`config.mk`:
```
export PLATFORM = sky130hd
export DESIGN_NAME = odreq_detect
export DESIGN_NICKNAME = d
export VERILOG_FILES = /design/src/rtl/odreq_pkg.sv /design/src/rtl/odreq_prescaler.sv /design/src/rtl/odreq_chan.sv /design/src/rtl/odreq_regfile.sv /design/src/rtl/odreq_detect.sv
export SDC_FILE = /design/constraint.sdc
export NUM_CORES = 1
export LEC_CHECK = 0
export BUFFER_PORTS_ARGS = -buffer_cell sky130_fd_sc_hd__buf_2
export CAP_MARGIN = 20
export CORE_ASPECT_RATIO = 0.75
export CORE_MARGIN = 4
export CORE_UTILIZATION = 40
export DETAILED_ROUTE_END_ITERATION = 6
export PLACE_DENSITY = 0.7
export SLEW_MARGIN = 20
export SYNTH_ARGS = -nofsm -noshare
export SYNTH_HDL_FRONTEND = slang
export SYNTH_SLANG_ARGS = --single-unit
```
`constraint.sdc`:
```
create_clock -name clk -period 1.9 [get_ports clk]
set_input_delay 0.095 -clock clk [delete_from_list [all_inputs] [get_ports clk]]
set_output_delay 0.095 -clock clk [all_outputs]
set_load 0.01 [all_outputs]
```
`src/rtl/odreq_pkg.sv`:
```
package odreq_pkg;
  localparam int DATA_W    = 16;
  localparam int MODE_W    = 2;
  localparam logic ADDR_CTRL = 1'b0;
  localparam logic ADDR_FLAG = 1'b1;

  typedef enum logic [MODE_W-1:0] {
    MODE_EDGE  = 2'b00,
    MODE_LVL_A = 2'b01,
    MODE_LVL_B = 2'b10,
    MODE_LVL_C = 2'b11
  } det_mode_e;
endpackage

```
`src/rtl/odreq_prescaler.sv`:
```
module odreq_prescaler #(
  parameter int DIV_A = 8,
  parameter int DIV_B = 16,
  parameter int DIV_C = 128
) (
  input  logic       clk,
  input  logic       rst_n,
  output logic [2:0] stb_o
);
  localparam int CNT_W = $clog2(DIV_C);
  localparam logic [CNT_W-1:0] MASK_A = CNT_W'(DIV_A - 1);
  localparam logic [CNT_W-1:0] MASK_B = CNT_W'(DIV_B - 1);
  localparam logic [CNT_W-1:0] MASK_C = CNT_W'(DIV_C - 1);

  logic [CNT_W-1:0] cnt_q, cnt_d;

  always_comb begin
    cnt_d = cnt_q + CNT_W'(1);
  end

  always_ff @(posedge clk or negedge rst_n) begin
    if (!rst_n) cnt_q <= '0;
    else        cnt_q <= cnt_d;
  end

  assign stb_o[0] = ((cnt_q & MASK_A) == MASK_A);
  assign stb_o[1] = ((cnt_q & MASK_B) == MASK_B);
  assign stb_o[2] = ((cnt_q & MASK_C) == MASK_C);
endmodule

```
`src/rtl/odreq_chan.sv`:
```
module odreq_chan
  import odreq_pkg::*;
#(
  parameter int RUN_LEN = 16
) (
  input  logic              clk,
  input  logic              rst_n,
  input  logic              pin_n_i,
  input  logic [MODE_W-1:0] mode_i,
  input  logic [2:0]        stb_i,
  input  logic              rd_arm_i,
  input  logic              wr_zero_i,
  output logic              flag_o,
  output logic              pin_s_o
);
  localparam int RUN_W = $clog2(RUN_LEN);
  localparam logic [RUN_W-1:0] RUN_LAST = RUN_W'(RUN_LEN - 1);

  logic s1_q, s2_q, prev_q;
  logic [RUN_W-1:0] run_q, run_d;
  logic flag_q, flag_d, armed_q, armed_d, high_q, high_d;
  logic level_mode, sel_stb, edge_hit, level_hit, set_hit, clr_ok;

  always_comb begin
    level_mode = (det_mode_e'(mode_i) != MODE_EDGE);
    unique case (det_mode_e'(mode_i))
      MODE_LVL_A: sel_stb = stb_i[0];
      MODE_LVL_B: sel_stb = stb_i[1];
      MODE_LVL_C: sel_stb = stb_i[2];
      default:    sel_stb = 1'b0;
    endcase
  end

  always_comb begin
    run_d = run_q;
    if (!level_mode)            run_d = '0;
    else if (sel_stb) begin
      if (s2_q)                 run_d = '0;
      else if (run_q != RUN_LAST) run_d = run_q + RUN_W'(1);
    end
  end

  always_comb begin
    edge_hit  = !level_mode && prev_q && !s2_q;
    level_hit = level_mode && sel_stb && !s2_q && (run_q == RUN_LAST);
    set_hit   = edge_hit || level_hit;
    clr_ok    = wr_zero_i && armed_q && (!level_mode || high_q);

    flag_d = flag_q;
    if (set_hit)     flag_d = 1'b1;
    else if (clr_ok) flag_d = 1'b0;

    armed_d = armed_q;
    if (!flag_d || (set_hit && !flag_q)) armed_d = 1'b0;
    else if (rd_arm_i && flag_q)         armed_d = 1'b1;

    high_d = high_q;
    if (!flag_d || (set_hit && !flag_q))   high_d = 1'b0;
    else if (level_mode && sel_stb && s2_q) high_d = 1'b1;
  end

  always_ff @(posedge clk or negedge rst_n) begin
    if (!rst_n) begin
      s1_q    <= 1'b1;
      s2_q    <= 1'b1;
      prev_q  <= 1'b1;
      run_q   <= '0;
      flag_q  <= 1'b0;
      armed_q <= 1'b0;
      high_q  <= 1'b0;
    end else begin
      s1_q    <= pin_n_i;
      s2_q    <= s1_q;
      prev_q  <= s2_q;
      run_q   <= run_d;
      flag_q  <= flag_d;
      armed_q <= armed_d;
      high_q  <= high_d;
    end
  end

  assign flag_o  = flag_q;
  assign pin_s_o = s2_q;
endmodule

```
`src/rtl/odreq_regfile.sv`:
```
module odreq_regfile
  import odreq_pkg::*;
#(
  parameter int NUM_PINS = 4
) (
  input  logic                       clk,
  input  logic                       rst_n,
  input  logic                       reg_rd,
  input  logic                       reg_wr,
  input  logic                       reg_addr,
  input  logic [DATA_W-1:0]          reg_wdata,
  input  logic [NUM_PINS-1:0]        flags_i,
  output logic [DATA_W-1:0]          reg_rdata,
  output logic [NUM_PINS*MODE_W-1:0] modes_o,
  output logic                       irq_en_o,
  output logic [NUM_PINS-1:0]        rd_arm_o,
  output logic [NUM_PINS-1:0]        wr_zero_o
);
  localparam int MODE_BITS = NUM_PINS * MODE_W;
  localparam int EN_BIT    = MODE_BITS;

  logic [MODE_BITS-1:0] modes_q, modes_d;
  logic                 en_q, en_d;
  logic                 ctrl_we, flag_we;
  logic                 unused_wdata_bits;

  assign ctrl_we = reg_wr && (reg_addr == ADDR_CTRL);
  assign flag_we = reg_wr && (reg_addr == ADDR_FLAG);
  assign unused_wdata_bits = ^reg_wdata[DATA_W-1:EN_BIT+1];

  always_comb begin
    modes_d = modes_q;
    en_d    = en_q;
    if (ctrl_we) begin
      modes_d = reg_wdata[MODE_BITS-1:0];
      en_d    = reg_wdata[EN_BIT];
    end
  end

  always_ff @(posedge clk or negedge rst_n) begin
    if (!rst_n) begin
      modes_q <= '0;
      en_q    <= 1'b0;
    end else begin
      modes_q <= modes_d;
      en_q    <= en_d;
    end
  end

  genvar g;
  generate
    for (g = 0; g < NUM_PINS; g++) begin : g_strobe
      assign rd_arm_o[g]  = reg_rd && (reg_addr == ADDR_FLAG);
      assign wr_zero_o[g] = flag_we && !reg_wdata[g];
    end
  endgenerate

  always_comb begin
    reg_rdata = '0;
    if (reg_addr == ADDR_FLAG) begin
      reg_rdata[NUM_PINS-1:0] = flags_i;
    end else begin
      reg_rdata[MODE_BITS-1:0] = modes_q;
      reg_rdata[EN_BIT]        = en_q;
    end
  end

  assign modes_o  = modes_q;
  assign irq_en_o = en_q;
endmodule

```
`src/rtl/odreq_detect.sv`:
```
module odreq_detect
  import odreq_pkg::*;
#(
  parameter int NUM_PINS = 4,
  parameter int RUN_LEN  = 16,
  parameter int DIV_A    = 8,
  parameter int DIV_B    = 16,
  parameter int DIV_C    = 128
) (
  input  logic                clk,
  input  logic                rst_n,
  input  logic                reg_rd,
  input  logic                reg_wr,
  input  logic                reg_addr,
  input  logic [DATA_W-1:0]   reg_wdata,
  output logic [DATA_W-1:0]   reg_rdata,
  input  logic [NUM_PINS-1:0] req_n_i,
  output logic [NUM_PINS-1:0] flag_o,
  output logic                irq_o
);
  logic [1:0]                 rst_q;
  logic                       rst_n_s;
  logic [2:0]                 stb;
  logic [NUM_PINS*MODE_W-1:0] modes;
  logic                       irq_en;
  logic [NUM_PINS-1:0]        rd_arm, wr_zero, flags, pin_s;

  always_ff @(posedge clk or negedge rst_n) begin
    if (!rst_n) rst_q <= 2'b00;
    else        rst_q <= {rst_q[0], 1'b1};
  end
  assign rst_n_s = rst_q[1];

  odreq_prescaler #(.DIV_A(DIV_A), .DIV_B(DIV_B), .DIV_C(DIV_C)) presc_i (
    .clk(clk), .rst_n(rst_n_s), .stb_o(stb)
  );

  odreq_regfile #(.NUM_PINS(NUM_PINS)) regs_i (
    .clk(clk), .rst_n(rst_n_s), .reg_rd(reg_rd), .reg_wr(reg_wr),
    .reg_addr(reg_addr), .reg_wdata(reg_wdata), .flags_i(flags),
    .reg_rdata(reg_rdata), .modes_o(modes), .irq_en_o(irq_en),
    .rd_arm_o(rd_arm), .wr_zero_o(wr_zero)
  );

  genvar g;
  generate
    for (g = 0; g < NUM_PINS; g++) begin : g_chan
      odreq_chan #(.RUN_LEN(RUN_LEN)) chan_i (
        .clk(clk), .rst_n(rst_n_s), .pin_n_i(req_n_i[g]),
        .mode_i(modes[g*MODE_W +: MODE_W]), .stb_i(stb),
        .rd_arm_i(rd_arm[g]), .wr_zero_i(wr_zero[g]),
        .flag_o(flags[g]), .pin_s_o(pin_s[g])
      );
    end
  endgenerate

  assign flag_o = flags;
  assign irq_o  = irq_en && (|flags);
endmodule

```
==> out/qor.csv <==
stage,metric,value,unit
run_status,outcome,completed,
critical_path,required time of the worst setup path,2.18,ns
cells_and_area,Multi-input gate area,1530,um^2
synth,Synth top area share,0.372,
route,Via density,5.43,
sta,Clock Skew,0.00713,ns
synth,post-synth top area cell,dfrtp_1,
route,highest metal used,met4,
synth,Post-synth EDFFs,0,
sta,final hold viol count,0,
cells_and_area,Post-Layout Inst Area,3820,um^2
cells_and_area,"most common cell after layout, fill and taps aside",dfrtp_1,
power_and_ir_drop,Internal Power,2.35,mW
cells_and_area,share of layout cells above drive strength 1,0.311,
sta,Worst Slack Setup Final,0.0614,ns
floorplan,FP Rows,27,
cells_and_area,Inserted Diodes,0,
synth,#FFs+latches synth,58,
clock_network,cts bufs inserted,9,
sta,endpoints failing setup,0,
synth,largest cells by area after synthesis,"dfrtp_1 37%, dfstp_2 10%, mux2_2 3.6%",
critical_path,Critical Path Source Type,register,
cells_and_area,fin nets,392,
sta,Tmin final,1.84,ns
sta,RSZ-0062 raised after global routing,yes,
power_and_ir_drop,Leak,1.63,nW
power_and_ir_drop,Comb power frac,0.222,
min_path,Hold WC Path Type,in2async,
critical_path,crit path kind,reg2reg,
route,first drt pass iteration count,4,
route,Metal-1 WL,3360,um
place,DP Worst Slack,-0.118,ns
route,drt wl/cell,15.1,um
place,RD Place Congestion,0.785,
route,met2 WL,3280,um
floorplan,chip width,110,um
floorplan,Die Ht,84.2,um
cells_and_area,# fillers,696,
synth,post-synthesis cell count,301,
grt,largest net degree at the start of global routing,57,
place,Port Buffers,31,
critical_path,critical path arrival,2.12,ns
clock_network,clock root buffer,clkbuf_8,
synth,Synth Cell Area,3090,um^2
route,Post-DRT Antenna Nets,0,
grt,vias in the first global route,2515,
sta,Fmax,544,MHz
clock_network,CTS sink count,58,
route,DRT Wirelength,7040,um
floorplan,Std-Cell Core Area,7430,um^2
grt,first-pass GRT wire length,11900,um
route,met3 wire length,324,um
synth,ys flop type,dfrtp_1,
clock_network,clk slew on worst S/H paths,0.07,ns
power_and_ir_drop,clock share of power,0.294,
cells_and_area,P&R area growth vs syn,23.5,%
route,vias,2534,
synth,"FFs w/ async S/R, synth",1.00,
synth,mean area per synthesized cell,10.3,um^2
synth,"Seq/Total Area, Yosys",0.474,
route,DRT iter0 DRCs,101,
power_and_ir_drop,switching share of power,0.317,
critical_path,Critical Path End Type,register,
power_and_ir_drop,Max IR drop VDD,0.541,mV
power_and_ir_drop,sw power,1.09,mW
clock_network,worst-skew pair later-pin latency,0.34,ns
sta,Final Slew Violations,0,
grt,initial antenna violation count,0,
power_and_ir_drop,PD cells,902,nW/um^2
synth,post-synth cell types,70,
power_and_ir_drop,sequential share of power,0.484,
floorplan,Initial Util,0.416,
clock_network,CTS tree,done,
cells_and_area,Reg area,1470,um^2
run,Max Cap Viol,0,
critical_path,CP Max Fanout,6,
clock_network,CTS HTree Levels,3,
floorplan,IO Pins,46,
route,Residual DRC,0,
clock_network,CTS Buffer Depth,2,
grt,gr ovfl total,0,
place,"Cell Area, Placed",3440,um^2
sta,fraction of the cycle the final worst path needs,0.968,
synth,Ys Warns,0,
cells_and_area,most frequent cells in the layout,"45 x dfrtp_1, 31 x buf_2, 23 x buf_4",
grt,GRT Total Usage,0.165,
floorplan,Die ar.,9220,um^2
place,hpwl dp,4890,um
==> routing by layer <==
layer	up-vias	GRT usage
li1	1211	-
met1	1270	0.224
met2	44	0.250
met3	9	0.0569
met4	0	0.0453
met5	-	0
==> timing repair <==
action                                 4_1_cts  5_1_grt
setup endpoints to repair                    9       10
endpoints found under the hold margin       15        0
hold buffers                                14        0
pin swaps                                    0        2
resized for setup                            2        6
buffers inserted                             1        1
==> area by class of cell <==
type | instances | area share
Multi-Input combinational cell | 212 | 0.399
Sequential cell | 58 | 0.384
Timing Repair Buffer | 69 | 0.128
Clock buffer | 11 | 0.0370
Tap cell | 101 | 0.0331
Inverter | 11 | 0.0108
Clock inverter | 5 | 0.00786
==> through the flow <==
| stage | instances | TNS (ns) | total power [mW] | util | hold WS (ns) |
|---|---|---|---|---|---|
| floorplan | 307 | 0 | 2.18 | - | -0.201 |
| global placement | 435 | -0.0368 | 2.36 | 0.463 | -0.121 |
| detailed placement | 435 | -0.377 | 2.40 | 0.463 | -0.118 |
| CTS | 466 | 0 | 3.46 | 0.507 | 0.0397 |
| global route | 467 | -0.0576 | 3.67 | 0.514 | 0.0635 |
| finish | 467 | 0 | 3.44 | 0.514 | 0.0616 |
==> power by group through the flow <==
stage	logic (mW)	registers, mW	clock network [mW]
3_5_place_dp	0.716	1.68	0
5_1_grt	0.868	1.70	1.11
4_1_cts	0.749	1.66	1.05
2_1_floorplan	0.580	1.60	0
6_report	0.765	1.67	1.01
3_3_place_gp	0.692	1.67	0
==> cells in the mapped netlist, drive strengths merged (2+ instances only) <==
master  number
nand4        9
nor3b        9
xnor2        3
a221oi       4
a211o        2
or2          2
nand2b       3
and4b        3
inv         11
a21oi       19
and2         5
and3         2
or4b         3
ha           6
a211oi       4
nand2       22
conb         2
mux2        12
a21boi       3
a311oi       2
nor4b        2
dfstp       12
o311a        2
o31ai        3
nor2b        7
o21ai       20
nor2        13
a21bo        2
nor3         3
clkbuf      11
nand3       10
buf         15
o21bai       5
dfrtp       46
==> cell families after synthesis <==
group                      Yosys count  share of synthesized area
AOI/OAI and AO/OA                   83                      0.191
muxes                               13                     0.0469
buffers and inverters               37                     0.0619
adders and majority gates            6                     0.0243
other                                2                    0.00243
xor gates and xnor gates             4                     0.0113
DFF                                 58                      0.474
and+or+nand+nor                     98                      0.188
==> final timing paths <==
check                                      startpoint                                    to  slack (ns)  cells after the start
min in group clk                             reg_addr  g_chan[1].chan_i.armed_q$_DFFE_PN0P_        0.14                      3
max in group asynchronous          rst_q[1]$_DFF_PN0_     g_chan[2].chan_i.prev_q$_DFF_PN1_        1.34                      1
hold / removal                                  rst_n                    rst_q[1]$_DFF_PN0_        0.06                      2
setup / recovery           presc_i.cnt_q[0]$_DFF_PN0_   g_chan[0].chan_i.high_q$_DFFE_PN0P_        0.06                      7
setup reg to reg           presc_i.cnt_q[0]$_DFF_PN0_   g_chan[0].chan_i.high_q$_DFFE_PN0P_        0.06                      7
hold reg to reg                    rst_q[1]$_DFF_PN0_            presc_i.cnt_q[0]$_DFF_PN0_        0.26                      1
==> worst max-delay path: stages (launching register included) <==
cell and delay, ns:
dfrtp_1 0.40, ha_4 0.16, buf_4 0.12, buf_4 0.14, nand4_1 0.17, a2111o_1 0.44, o311ai_2 0.12, o311a_1 0.22
==> flip-flops by register name, summed over array words and instances, names as in the netlist <==
signal                 cells
g_chan.chan_i.armed_q      4
g_chan.chan_i.pin_s_o      4
g_chan.chan_i.flag_o       4
g_chan.chan_i.s1_q         4
g_chan.chan_i.prev_q       4
regs_i.modes_o             8
g_chan.chan_i.high_q       4
rst_q                      2
g_chan.chan_i.run_q       16
presc_i.cnt_q              7
regs_i.irq_en_o            1
Note: power is estimated with default switching activity, not from simulation.
